<file path="src/rtl/dma_chain_pkg.sv">
`timescale 1ns/1ps
package dma_chain_pkg;

    localparam int unsigned RA_W = 4;

    typedef enum logic [2:0] {
        S_IDLE  = 3'd0,
        S_FETCH = 3'd1,
        S_PUSH  = 3'd2,
        S_PULL  = 3'd3,
        S_STORE = 3'd4,
        S_WRAP  = 3'd5
    } xfer_state_t;

    // register word offsets
    localparam logic [RA_W-1:0] OFS_CTRL   = 4'd0;
    localparam logic [RA_W-1:0] OFS_CUR    = 4'd1;
    localparam logic [RA_W-1:0] OFS_LOAD   = 4'd2;
    localparam logic [RA_W-1:0] OFS_LIMIT  = 4'd3;
    localparam logic [RA_W-1:0] OFS_START  = 4'd4;
    localparam logic [RA_W-1:0] OFS_STOP   = 4'd5;
    localparam logic [RA_W-1:0] OFS_SNEXT  = 4'd6;
    localparam logic [RA_W-1:0] OFS_SLIMIT = 4'd7;
    localparam logic [RA_W-1:0] OFS_SSTART = 4'd8;
    localparam logic [RA_W-1:0] OFS_SSTOP  = 4'd9;

    // control write bits
    localparam int unsigned CB_DIR     = 0;
    localparam int unsigned CB_SETEN   = 1;
    localparam int unsigned CB_SETCONT = 2;
    localparam int unsigned CB_CLRDONE = 3;
    localparam int unsigned CB_RESET   = 4;
    localparam int unsigned CB_INITBUF = 5;

endpackage

</file>
<file path="src/rtl/dma_chain_span.sv">
`timescale 1ns/1ps
module dma_chain_span #(
    parameter int unsigned AW   = 32,
    parameter int unsigned STEP = 4
) (
    input  logic [AW-1:0] ptr,
    input  logic [AW-1:0] bound,
    output logic          empty,
    output logic          final_beat
);
    // bit AW-1 of a bound is a flag, never part of the address
    logic [AW-1:0] p_addr;
    logic [AW-1:0] b_addr;
    logic [AW-1:0] p_after;

    always_comb begin
        p_addr     = {1'b0, ptr[AW-2:0]};
        b_addr     = {1'b0, bound[AW-2:0]};
        p_after    = p_addr + AW'(STEP);
        empty      = (p_addr >= b_addr);
        final_beat = (p_after >= b_addr);
    end
endmodule

</file>
<file path="src/rtl/dma_chain_regs.sv">
`timescale 1ns/1ps
module dma_chain_regs
    import dma_chain_pkg::*;
#(
    parameter int unsigned AW         = 32,
    parameter int unsigned STEP       = 4,
    parameter int unsigned ALIGN_BITS = 4
) (
    input  logic            clk,
    input  logic            rst_n,
    input  logic            wr,
    input  logic [RA_W-1:0] addr,
    input  logic [AW-1:0]   wdata,
    output logic [AW-1:0]   rdata,
    input  logic            ev_step,
    input  logic            ev_wrap,
    input  logic            ev_buserr,
    output logic [AW-1:0]   cur_ptr,
    output logic [AW-1:0]   cur_lim,
    output logic [AW-1:0]   q_start,
    output logic [AW-1:0]   q_stop,
    output logic            dir,
    output logic            enable,
    output logic            cont_valid,
    output logic            done,
    output logic            abort
);
    localparam logic [AW-1:0] ALIGN_MASK = ~((AW'(1) << ALIGN_BITS) - AW'(1));
    localparam logic [AW-1:0] ADDR_MASK  = {1'b0, {(AW-1){1'b1}}};
    localparam logic [AW-1:0] PTR_MASK   = ALIGN_MASK & ADDR_MASK;

    logic [AW-1:0] cur_q, base_q, lim_q, start_q, stop_q;
    logic [AW-1:0] snext_q, slimit_q, sstart_q, sstop_q;
    logic          dir_q, en_q, cont_q, done_q, busx_q;
    logic          ctrl_wr;

    assign ctrl_wr = wr && (addr == OFS_CTRL);
    assign abort   = ctrl_wr && (wdata[CB_RESET] || wdata[CB_INITBUF]);

    always_ff @(posedge clk or negedge rst_n) begin
        if (!rst_n) begin
            cur_q    <= '0;
            base_q   <= '0;
            lim_q    <= '0;
            start_q  <= '0;
            stop_q   <= '0;
            snext_q  <= '0;
            slimit_q <= '0;
            sstart_q <= '0;
            sstop_q  <= '0;
            dir_q    <= 1'b0;
            en_q     <= 1'b0;
            cont_q   <= 1'b0;
            done_q   <= 1'b0;
            busx_q   <= 1'b0;
        end else begin
            if (wr) begin
                case (addr)
                    OFS_CTRL: begin
                        if (wdata[CB_RESET]) begin
                            en_q   <= 1'b0;
                            cont_q <= 1'b0;
                            done_q <= 1'b0;
                            busx_q <= 1'b0;
                        end
                        dir_q <= wdata[CB_DIR];
                        if (wdata[CB_SETEN])   en_q   <= 1'b1;
                        if (wdata[CB_SETCONT]) cont_q <= 1'b1;
                        if (wdata[CB_CLRDONE]) done_q <= 1'b0;
                    end
                    OFS_LOAD: begin
                        cur_q  <= wdata & PTR_MASK;
                        base_q <= wdata & PTR_MASK;
                    end
                    OFS_LIMIT:  lim_q    <= wdata & ALIGN_MASK;
                    OFS_START:  start_q  <= wdata & PTR_MASK;
                    OFS_STOP:   stop_q   <= wdata & ALIGN_MASK;
                    OFS_SNEXT:  snext_q  <= wdata;
                    OFS_SLIMIT: slimit_q <= wdata;
                    OFS_SSTART: sstart_q <= wdata;
                    OFS_SSTOP:  sstop_q  <= wdata;
                    default: ;
                endcase
            end
            // hardware events take precedence over software writes
            if (ev_step) cur_q <= cur_q + AW'(STEP);
            if (ev_wrap) begin
                snext_q  <= base_q;
                slimit_q <= {lim_q[AW-1], cur_q[AW-2:0]};
                done_q   <= 1'b1;
                if (cont_q) begin
                    cur_q    <= start_q;
                    base_q   <= start_q;
                    lim_q    <= stop_q;
                    sstart_q <= start_q;
                    sstop_q  <= stop_q;
                    cont_q   <= 1'b0;
                end else begin
                    en_q <= 1'b0;
                end
            end
            if (ev_buserr) begin
                busx_q <= 1'b1;
                en_q   <= 1'b0;
            end
        end
    end

    always_comb begin
        case (addr)
            OFS_CTRL:   rdata = {{(AW-5){1'b0}}, busx_q, done_q, cont_q, en_q, dir_q};
            OFS_CUR:    rdata = cur_q;
            OFS_LOAD:   rdata = base_q;
            OFS_LIMIT:  rdata = lim_q;
            OFS_START:  rdata = start_q;
            OFS_STOP:   rdata = stop_q;
            OFS_SNEXT:  rdata = snext_q;
            OFS_SLIMIT: rdata = slimit_q;
            OFS_SSTART: rdata = sstart_q;
            OFS_SSTOP:  rdata = sstop_q;
            default:    rdata = '0;
        endcase
    end

    assign cur_ptr    = cur_q;
    assign cur_lim    = lim_q;
    assign q_start    = start_q;
    assign q_stop     = stop_q;
    assign dir        = dir_q;
    assign enable     = en_q;
    assign cont_valid = cont_q;
    assign done       = done_q;


    wrap_sets_done_chk: assert property (@(posedge clk) disable iff (!rst_n)
        ev_wrap |=> done_q);


    final_stop_chk: assert property (@(posedge clk) disable iff (!rst_n)
        (ev_wrap && !cont_q && !wr) |=> (!en_q && !cont_q));


    chain_take_chk: assert property (@(posedge clk) disable iff (!rst_n)
        (ev_wrap && cont_q && !wr) |=> (!cont_q && cur_q == $past(start_q) && lim_q == $past(stop_q)));


    buserr_stop_chk: assert property (@(posedge clk) disable iff (!rst_n)
        ev_buserr |=> (busx_q && !en_q));


    soft_reset_chk: assert property (@(posedge clk) disable iff (!rst_n)
        (ctrl_wr && wdata[CB_RESET] && !wdata[CB_SETEN] && !wdata[CB_SETCONT])
        |=> (!en_q && !busx_q && !done_q && !cont_q));
endmodule

</file>
<file path="src/rtl/dma_chain_fsm.sv">
`timescale 1ns/1ps
module dma_chain_fsm
    import dma_chain_pkg::*;
#(
    parameter int unsigned AW   = 32,
    parameter int unsigned DW   = 32,
    parameter int unsigned STEP = 4
) (
    input  logic          clk,
    input  logic          rst_n,
    input  logic          abort,
    input  logic          enable,
    input  logic          dir,
    input  logic          cont_valid,
    input  logic [AW-1:0] cur_ptr,
    input  logic [AW-1:0] cur_lim,
    input  logic [AW-1:0] q_start,
    input  logic [AW-1:0] q_stop,
    output logic          ev_step,
    output logic          ev_wrap,
    output logic          ev_buserr,
    output logic          mem_req,
    output logic          mem_we,
    output logic [AW-1:0] mem_addr,
    output logic [DW-1:0] mem_wdata,
    input  logic [DW-1:0] mem_rdata,
    input  logic          mem_ack,
    input  logic          mem_err,
    output logic          dev_out_valid,
    output logic [DW-1:0] dev_out_data,
    output logic          dev_out_last,
    input  logic          dev_out_ready,
    input  logic          dev_in_valid,
    input  logic [DW-1:0] dev_in_data,
    input  logic          dev_in_last,
    output logic          dev_in_ready
);
    localparam int unsigned NWIN = 2;

    xfer_state_t state_q, state_d;
    logic [DW-1:0] stage_q;
    logic          eop_q;

    // window 0 = active, window 1 = queued
    logic [AW-1:0] win_ptr   [NWIN];
    logic [AW-1:0] win_bound [NWIN];
    logic          win_empty [NWIN];
    logic          win_final [NWIN];

    assign win_ptr[0]   = cur_ptr;
    assign win_bound[0] = cur_lim;
    assign win_ptr[1]   = q_start;
    assign win_bound[1] = q_stop;

    for (genvar gi = 0; gi < NWIN; gi++) begin : g_span
        dma_chain_span #(.AW(AW), .STEP(STEP)) u_span (
            .ptr        (win_ptr[gi]),
            .bound      (win_bound[gi]),
            .empty      (win_empty[gi]),
            .final_beat (win_final[gi])
        );
    end

    logic cur_empty, cur_final, nxt_empty;
    assign cur_empty = win_empty[0];
    assign cur_final = win_final[0];
    assign nxt_empty = win_empty[1];

    xfer_state_t run_state;
    assign run_state = dir ? S_FETCH : S_PULL;

    // state register
    always_ff @(posedge clk or negedge rst_n) begin
        if (!rst_n) state_q <= S_IDLE;
        else        state_q <= state_d;
    end

    // next state
    always_comb begin
        state_d = state_q;
        unique case (state_q)
            S_IDLE: begin
                if (enable) state_d = cur_empty ? S_WRAP : run_state;
            end
            S_FETCH: begin
                if (mem_err)      state_d = S_IDLE;
                else if (mem_ack) state_d = S_PUSH;
            end
            S_PUSH: begin
                if (dev_out_ready) state_d = cur_final ? S_WRAP : S_FETCH;
            end
            S_PULL: begin
                if (dev_in_valid) state_d = S_STORE;
            end
            S_STORE: begin
                if (mem_err)      state_d = S_IDLE;
                else if (mem_ack) state_d = (eop_q || cur_final) ? S_WRAP : S_PULL;
            end
            S_WRAP: begin
                if (cont_valid && !nxt_empty) state_d = run_state;
                else                          state_d = S_IDLE;
            end
            default: state_d = S_IDLE;
        endcase
        if (abort) state_d = S_IDLE;
    end

    // staging register for the word in flight
    always_ff @(posedge clk or negedge rst_n) begin
        if (!rst_n) begin
            stage_q <= '0;
            eop_q   <= 1'b0;
        end else if (abort) begin
            stage_q <= '0;
            eop_q   <= 1'b0;
        end else begin
            if (state_q == S_FETCH && mem_ack) stage_q <= mem_rdata;
            if (state_q == S_PULL && dev_in_valid) begin
                stage_q <= dev_in_data;
                eop_q   <= dev_in_last;
            end
        end
    end

    // outputs
    always_comb begin
        mem_req       = 1'b0;
        mem_we        = 1'b0;
        dev_out_valid = 1'b0;
        dev_out_last  = 1'b0;
        dev_in_ready  = 1'b0;
        ev_step       = 1'b0;
        ev_wrap       = 1'b0;
        ev_buserr     = 1'b0;
        unique case (state_q)
            S_IDLE: ;
            S_FETCH: begin
                mem_req   = 1'b1;
                ev_buserr = mem_err && !abort;
            end
            S_PUSH: begin
                dev_out_valid = 1'b1;
                dev_out_last  = cur_lim[AW-1] && cur_final;
                ev_step       = dev_out_ready && !abort;
            end
            S_PULL: begin
                dev_in_ready = 1'b1;
            end
            S_STORE: begin
                mem_req   = 1'b1;
                mem_we    = 1'b1;
                ev_step   = mem_ack && !mem_err && !abort;
                ev_buserr = mem_err && !abort;
            end
            S_WRAP: begin
                ev_wrap = !abort;
            end
            default: ;
        endcase
    end

    assign mem_addr     = cur_ptr;
    assign mem_wdata    = stage_q;
    assign dev_out_data = stage_q;


    req_hold_chk: assert property (@(posedge clk) disable iff (!rst_n)
        (mem_req && !mem_ack && !mem_err && !abort) |=> (mem_req && $stable(mem_addr)));


    no_gap_chk: assert property (@(posedge clk) disable iff (!rst_n)
        (state_q == S_WRAP && cont_valid && !nxt_empty && !abort)
        |=> (state_q == S_FETCH || state_q == S_PULL));


    last_flag_chk: assert property (@(posedge clk) disable iff (!rst_n)
        dev_out_last |-> (dev_out_valid && cur_lim[AW-1]));
endmodule

</file>
<file path="src/rtl/dma_chain_channel.sv">
`timescale 1ns/1ps
module dma_chain_channel
    import dma_chain_pkg::*;
#(
    parameter int unsigned ALIGN_BITS = 4
) (
    input  logic            clk,
    input  logic            rst_n,
    input  logic            reg_wr,
    input  logic [RA_W-1:0] reg_addr,
    input  logic [31:0]     reg_wdata,
    output logic [31:0]     reg_rdata,
    output logic            irq,
    output logic            mem_req,
    output logic            mem_we,
    output logic [31:0]     mem_addr,
    output logic [31:0]     mem_wdata,
    input  logic [31:0]     mem_rdata,
    input  logic            mem_ack,
    input  logic            mem_err,
    output logic            dev_out_valid,
    output logic [31:0]     dev_out_data,
    output logic            dev_out_last,
    input  logic            dev_out_ready,
    input  logic            dev_in_valid,
    input  logic [31:0]     dev_in_data,
    input  logic            dev_in_last,
    output logic            dev_in_ready
);
    localparam int unsigned AW   = 32;
    localparam int unsigned DW   = 32;
    localparam int unsigned STEP = DW / 8;

    logic          ev_step, ev_wrap, ev_buserr;
    logic [AW-1:0] cur_ptr, cur_lim, q_start, q_stop;
    logic          dir, enable, cont_valid, done, abort;

    dma_chain_regs #(.AW(AW), .STEP(STEP), .ALIGN_BITS(ALIGN_BITS)) u_regs (
        .clk        (clk),
        .rst_n      (rst_n),
        .wr         (reg_wr),
        .addr       (reg_addr),
        .wdata      (reg_wdata),
        .rdata      (reg_rdata),
        .ev_step    (ev_step),
        .ev_wrap    (ev_wrap),
        .ev_buserr  (ev_buserr),
        .cur_ptr    (cur_ptr),
        .cur_lim    (cur_lim),
        .q_start    (q_start),
        .q_stop     (q_stop),
        .dir        (dir),
        .enable     (enable),
        .cont_valid (cont_valid),
        .done       (done),
        .abort      (abort)
    );

    dma_chain_fsm #(.AW(AW), .DW(DW), .STEP(STEP)) u_fsm (
        .clk           (clk),
        .rst_n         (rst_n),
        .abort         (abort),
        .enable        (enable),
        .dir           (dir),
        .cont_valid    (cont_valid),
        .cur_ptr       (cur_ptr),
        .cur_lim       (cur_lim),
        .q_start       (q_start),
        .q_stop        (q_stop),
        .ev_step       (ev_step),
        .ev_wrap       (ev_wrap),
        .ev_buserr     (ev_buserr),
        .mem_req       (mem_req),
        .mem_we        (mem_we),
        .mem_addr      (mem_addr),
        .mem_wdata     (mem_wdata),
        .mem_rdata     (mem_rdata),
        .mem_ack       (mem_ack),
        .mem_err       (mem_err),
        .dev_out_valid (dev_out_valid),
        .dev_out_data  (dev_out_data),
        .dev_out_last  (dev_out_last),
        .dev_out_ready (dev_out_ready),
        .dev_in_valid  (dev_in_valid),
        .dev_in_data   (dev_in_data),
        .dev_in_last   (dev_in_last),
        .dev_in_ready  (dev_in_ready)
    );

    assign irq = done;


    irq_follow_chk: assert property (@(posedge clk) disable iff (!rst_n)
        (ev_wrap && !reg_wr) |=> irq);
endmodule

</file>
<file path="config.mk">
export PLATFORM = sky130hd
export DESIGN_NAME = dma_chain_channel
export DESIGN_NICKNAME = d
export VERILOG_FILES = /design/src/rtl/dma_chain_pkg.sv /design/src/rtl/dma_chain_span.sv /design/src/rtl/dma_chain_regs.sv /design/src/rtl/dma_chain_fsm.sv /design/src/rtl/dma_chain_channel.sv
export SDC_FILE = /design/constraint.sdc
export NUM_CORES = 1
export LEC_CHECK = 0
export BUFFER_PORTS_ARGS = -buffer_cell sky130_fd_sc_hd__buf_4
export CAP_MARGIN = 20
export CORE_AREA = 2 2 234 236
export CTS_BUF_LIST = sky130_fd_sc_hd__clkbuf_2
export DETAILED_ROUTE_END_ITERATION = 10
export DIE_AREA = 0 0 236 238
export GPL_ROUTABILITY_DRIVEN = 0
export PLACE_DENSITY_LB_ADDON = 0.2
export SETUP_SLACK_MARGIN = 0.05
export SLEW_MARGIN = 10
export SYNTH_ARGS = -nofsm -noshare
export SYNTH_HDL_FRONTEND = slang
export SYNTH_SLANG_ARGS = --single-unit
export TNS_END_PERCENT = 50
</file>
<file path="constraint.sdc">
create_clock -name clk -period 5.2 [get_ports clk]
set_input_delay 1.3 -clock clk [delete_from_list [all_inputs] [get_ports clk]]
set_output_delay 1.3 -clock clk [all_outputs]
set_load 0.02 [all_outputs]
</file>
==> flow_metrics.py, run 1 <==
metrics = {
    "synthesis": {
        "async_flop_share_pct": 100,
        "synth_cells": 2058,
        "synth_seq_cells": 320,
        "seq_area_frac_synth_pct": 43.0,
        "ys_warn_count": 0,
        "synth_ff_type": "dfrtp_1",
        "synth_nets": 2254,
        "synth_edf_count": 0,
        "ys_types": 70,
        "avgSynthCellArea_um2": 9.04,
        "netlist_area_um2": 18600,
    },
    "critical_path": {
        "critPathSlowestCell": "or4_4",
        "cp_cell_sequence": "nand4_1 -> or4_4 -> nor3_4 -> buf_6 -> nand3_2 -> xnor2_2 -> ha_1 -> a21o_1 -> nand3_1 -> a21oi_1 -> a2111oi_4 -> o31ai_4 -> a21oi_4 -> nor2_2 -> buf_6",
        "path_buf_inv": 2,
        "path_class": "flop to output port",
        "required_ps": 3900,
        "cpPeakStageDelay_ps": 580,
        "crit_family": "simple AND/OR/NAND/NOR gates",
        "worst-endpoint-arrival_ps": 4310,
        "cp-start-kind": "flop",
        "cpMostUsedCell": "buf_6",
        "critPathCaptureType": "output port",
        "crit_fanout": 4,
    },
    "routing": {
        "drc": 0,
        "first_pass_iters": 6,
        "first_iter_violations": 1827,
        "wirelength_um": 71100,
        "vias": 17600,
        "viasPerCell": 5.76,
        "detail_route.wl_per_cell_um": 23.2,
        "final_antenna_net_count": 0,
    },
    "clock_network": {
        "cts.clk_slew.worst_paths_ps": 100,
        "root_buffer": "clkbuf_2",
        "cts_tree": "yes",
        "clk_path_buf_depth": 3,
        "cts_sinks": 320,
        "clk_latency_ps": 1140,
        "cts_buffers": 92,
        "htree_num_levels": 3,
    },
    "place": {
        "port_buffers": 241,
        "dp_hpwl_um": 47000,
        "placed_area_um2": 21200,
        "post-place-ws_ps": 313,
    },
    "power": {
        "power.leakage_nw": 10.9,
        "vdd_drop_max_mv": 0.166,
        "total_power_mw": 11.4,
        "powerDensity_nw_per_um2": 508,
    },
    "timing": {
        "hold_violations": 0,
        "period_minus_slack_ps": 5610,
        "clock-skew-final_ps": 113,
        "setup_viol_count_final": 1,
        "timing.final.ws_setup_ps": -413,
        "worst_pin_slew_ps": 1100,
        "fin_crit_sh_pct": 108,
        "hold_ws_ps": 110,
        "rsz0062_at_grt": "yes",
        "drv_slew": 0,
        "clock.fmax_ghz": 0.178,
        "maxSlewHeadroom_pct": 24.7,
    },
    "die": {
        "die_y_um": 238,
        "ios": 242,
        "rows": 85,
        "die_w_um": 236,
        "initial_core_util_pct": 34.8,
        "core_area_um2": 53500,
        "dieArea_um2": 56200,
    },
    "layout": {
        "layout_commonest_cell": "nand2_1",
        "fin_area_um2": 22400,
        "drive_gt1_share_pct": 25.5,
        "final_cell_mix": "nand2_1 (422), buf_4 (325), dfrtp_1 (319)",
        "synthToLayoutAreaGrowth_pct": 20.3,
        "fin_nets": 2497,
    },
    "global_routing": {
        "grt_pass1_wl_um": 107000,
        "overflow": 0,
        "grt_max_degree": 153,
        "grt_use_total_pct": 24.9,
        "antenna_found_initial": 1,
        "grt_pass1_vias": 17400,
    },
    "run_status": {
        "status": "complete, but fails checks",
        "failed_checks": "setup timing",
    },
    "hold_path": {
        "min_path_type": "input port to async pin",
    },
    "run": {
        "maxCapViolations": 0,
    },
}
-- cell usage after synthesis, drive strengths merged, types with 9 or more instances --
library cell,instances,share of area [%]
o21ai,104,2.8
nand4,26,0.91
a221oi,31,1.5
mux2,57,3.4
inv,64,1.3
xor2,9,0.42
nor3,21,0.68
ha,88,5.9
a222oi,22,1.2
o31ai,33,1.4
nand3,46,1.3
a31oi,115,3.9
a21o,10,0.40
xnor2,21,1.1
a21oi,98,2.6
a22o,23,1.1
nand2,429,8.7
a22oi,53,2.1
mux2i,100,5.4
dfrtp,320,43
and3,15,0.50
a211oi,9,0.42
clkbuf,109,2.2
nor2,101,2.1
buf,80,2.6
-- routing by layer --
metal  share of wire [%]  wire length (um)  global-route usage [%]
met1                  43             30400                    33.8
met2                  45             31800                    38.7
met3                 9.5              6750                    5.55
met4                 3.0              2120                    9.77
met5                   0                 0                       0
-- flip-flops by register name, indices dropped and copies added (netlist names), 27 cells and up --
register,flops
u_regs.q_stop,28
u_regs.cur_lim,32
u_regs.snext_q,32
u_regs.cur_ptr,32
u_regs.slimit_q,32
u_regs.base_q,32
u_regs.q_start,27
u_regs.sstop_q,32
u_regs.sstart_q,32
u_fsm.dev_out_data,32
-- report_power, final --
group	switching, mW	internal [mW]	total [mW]
Combinational	2.86	2.18	5.03
Sequential	0.911	3.49	4.40
Clock	1.18	0.751	1.93
-- metrics by stage --
stage	cells	TNS [ps]	util (%)
after floorplan	2058	0	-
after global placement	2884	0	39.6
after detailed placement	2884	0	39.6
after CTS	3053	-527	41.5
after global routing	3063	-569	41.8
final	3063	-413	41.8
-- layout make-up --
cell class,count,area [um^2]
Tap cell,696,871
Antenna cell,1,2.50
Clock inverter,23,136
Sequential cell,320,8010
Fill cell,5378,31100
Clock buffer,136,681
Multi-Input combinational cell,1485,9780
Timing Repair Buffer,338,2660
Inverter,64,240
-- final timing paths --
check / slack (ps) / startpoint / cells past startpoint / to
worst max-delay path: -410 / u_regs.cur_ptr[6] / 15 / dev_out_last
worst min-delay path: 110 / rst_n / 1 / u_regs.q_stop[6]
worst max register to register: 1690 / u_regs.cur_ptr[6] / 15 / u_fsm.state_q[2]
worst min register to register: 480 / u_regs.base_q[4] / 2 / u_regs.snext_q[4]
max in group asynchronous: 3630 / rst_n / 2 / u_regs.slimit_q[23]
min in group clk: 410 / dev_in_last / 3 / u_fsm.eop_q
-- cell families (layout without fill, tap and decap cells) --
group,Yosys count,after routing,synth area share [%]
adder cells (fa/ha/maj),88,88,5.92
buffers and inverters,253,561,6.09
AND/OR/NAND/NOR,678,678,15.7
multiplexers,157,157,8.83
flip-flops,320,320,43.0
XOR/XNOR,30,30,1.49
AO/OA/AOI/OAI,532,532,18.9
other,0,1,0
-- timing repair --
item,CTS,global route
buffers inserted,10,10
hold endpoints to repair,0,0
gates resized for setup,19,24
pin swaps,13,22
setup endpoints to repair,1,1
hold buffers,0,0
No activity file was read; power rests on OpenSTA's default activity.
==> inputs of run 2 (changes only) <==
CELL_PAD_IN_SITES_DETAIL_PLACEMENT = 0   (was unset)
CELL_PAD_IN_SITES_GLOBAL_PLACEMENT = 1   (was unset)
==> run 2 against run 1 <==
The flow still finishes with violations (setup timing); count of clock-buffer cells in the layout decreased by 3; worst setup slack got worse by 62 ps; total power shrank 0.15%; hold slack better by 160 ps; clock skew down 1.7 ps; combinational power is 2% lower; largest cell class unchanged.
==> flow_metrics.py, run 2 (synthesis gave the netlist of run 1 again) <==
metrics = {
    "run_status": {
        "status": "complete, but fails checks",
        "failed_checks": "setup timing",
    },
    "layout": {
        "multi_input_area_um2": 9690,
        "post-route-util_pct": 41.8,
        "seq_area_um2": 8010,
        "final_cell_mix": "nand2_1 (422), dfrtp_1 (320), buf_4 (315)",
        "fin_nets": 2491,
        "stdcell_count": 3055,
        "fill_cells": 5438,
        "layout_commonest_cell": "nand2_1",
        "drive_gt1_share_pct": 24.9,
        "synthToLayoutAreaGrowth_pct": 20.1,
    },
    "power": {
        "power_frac_seq_pct": 38.6,
        "p_sw_share_pct": 42.9,
        "powerDensity_nw_per_um2": 508,
        "power.switching_mw": 4.87,
        "p_clk_share_pct": 18.0,
        "internal_power_mw": 6.49,
        "pwr-share-comb_pct": 43.4,
        "total_power_mw": 11.4,
        "vdd_drop_max_mv": 0.177,
        "power.leakage_nw": 10.9,
    },
    "clock_network": {
        "cts_tree": "yes",
        "clk_latency_ps": 1120,
        "cts.clk_slew.worst_paths_ps": 110,
        "htree_num_levels": 3,
        "cts_sinks": 320,
        "root_buffer": "clkbuf_2",
        "clk_path_buf_depth": 3,
        "cts_buffers": 92,
    },
    "critical_path": {
        "required_ps": 3900,
        "ff2ff_path_depth": 13,
        "critPathCaptureType": "output port",
        "worst-endpoint-arrival_ps": 4380,
        "path_class": "flop to output port",
        "crit_fanout": 5,
        "cp-start-kind": "flop",
    },
    "die": {
        "initial_core_util_pct": 34.8,
        "core_area_um2": 53500,
        "rows": 85,
        "ios": 242,
        "die_w_um": 236,
        "dieArea_um2": 56200,
        "die_y_um": 238,
    },
    "routing": {
        "viasPerCell": 5.67,
        "detail_route.wl_per_cell_um": 23.6,
        "drc": 0,
        "final_antenna_net_count": 0,
        "vias": 17300,
        "first_pass_iters": 8,
        "first_iter_violations": 1589,
        "wirelength_um": 72200,
    },
    "global_routing": {
        "antenna_found_initial": 4,
        "grt_pass1_vias": 17300,
        "grt_pass1_wl_um": 110000,
        "grt_use_total_pct": 25.6,
        "overflow": 0,
        "grt_max_degree": 109,
    },
    "timing": {
        "worst_pin_slew_ps": 1050,
        "rsz0062_at_grt": "yes",
        "hold_violations": 0,
        "clock-skew-final_ps": 111,
        "maxSlewHeadroom_pct": 29.7,
        "drv_slew": 0,
        "fin_crit_sh_pct": 109,
        "timing.final.ws_setup_ps": -475,
        "setup_viol_count_final": 1,
        "period_minus_slack_ps": 5680,
        "clock.fmax_ghz": 0.176,
        "hold_ws_ps": 268,
    },
    "place": {
        "dp_hpwl_um": 48200,
        "post-place-ws_ps": 216,
        "dp_cells": 2888,
        "port_buffers": 241,
    },
    "run": {
        "maxCapViolations": 0,
    },
    "hold_path": {
        "min_path_type": "input port to async pin",
    },
}
## run 2: cell types whose count changed in the layout (fill, tap and decap cells not counted), sizes merged
cell      delta
clkinv       -1
bufinv       +3
clkinvlp     -2
buf          -6
clkbuf       -3
diode        +1
## run 2: stage by stage
step	setup TNS, ps	area [um^2]
floorplan	0	18600
global placement	0	21300
detailed placement	0	21300
CTS	-637	22300
global route	-660	22300
finish	-475	22300
## run 2: power groups by stage
stage | sequential [mW] | combinational (mW) | clock [mW]
after detailed placement | 4.40 | 4.81 | 0
after global routing | 4.51 | 5.46 | 2.23
final | 4.38 | 4.93 | 2.04
after floorplan | 4.38 | 3.00 | 0
after CTS | 4.36 | 4.91 | 2.11
after global placement | 4.37 | 4.73 | 0
## run 2: worst paths after layout
kind                                   start  slack (ps)                  to
max                        u_regs.cur_ptr[4]        -480        dev_out_last
min                                    rst_n         270   u_regs.cur_lim[6]
max reg2reg                u_regs.cur_ptr[4]        1650    u_fsm.state_q[2]
min reg2reg                u_regs.base_q[31]         480  u_regs.snext_q[31]
max in group asynchronous              rst_n        3750   u_regs.q_stop[23]
min in group clk                 dev_in_last         430         u_fsm.eop_q
## run 2: layout make-up
cell class | instances | share of cell area [%]
clock buffer | 133 | 2.98
clock inverter | 23 | 0.885
multi-input combinational | 1485 | 43.3
sequential | 320 | 35.8
antenna | 2 | 0.0224
inverter | 64 | 1.07
timing repair buffer | 332 | 12.0
tap | 696 | 3.90
## run 2: layer usage
metal / vias to the layer above / routed length [um] / global-route usage [%]
met2: 782 / 32900 / 40.2
met4: 2 / 1860 / 8.92
met1: 8491 / 31200 / 34.2
met5: - / 12 / 0
li1: 7913 / - / -
met3: 127 / 6240 / 6.68
## run 2: what timing repair did
action,4_1_cts,5_1_grt
buffers inserted,6,3
hold buffers,0,0
setup endpoints to repair,1,1
gates resized for setup,14,10
pin swaps,9,10
## run 2: critical path, cell delays in order, from the launching register on
cell,delay [ps]
dfrtp_1,370
nand4_1,190
or4_4,570
buf_6,170
nor2_4,150
xor2_1,170
ha_1,280
a21oi_2,130
o21a_1,180
o211ai_1,160
nor3_2,300
nor2_2,90
a21oi_2,250
nor2_1,90
buf_4,160
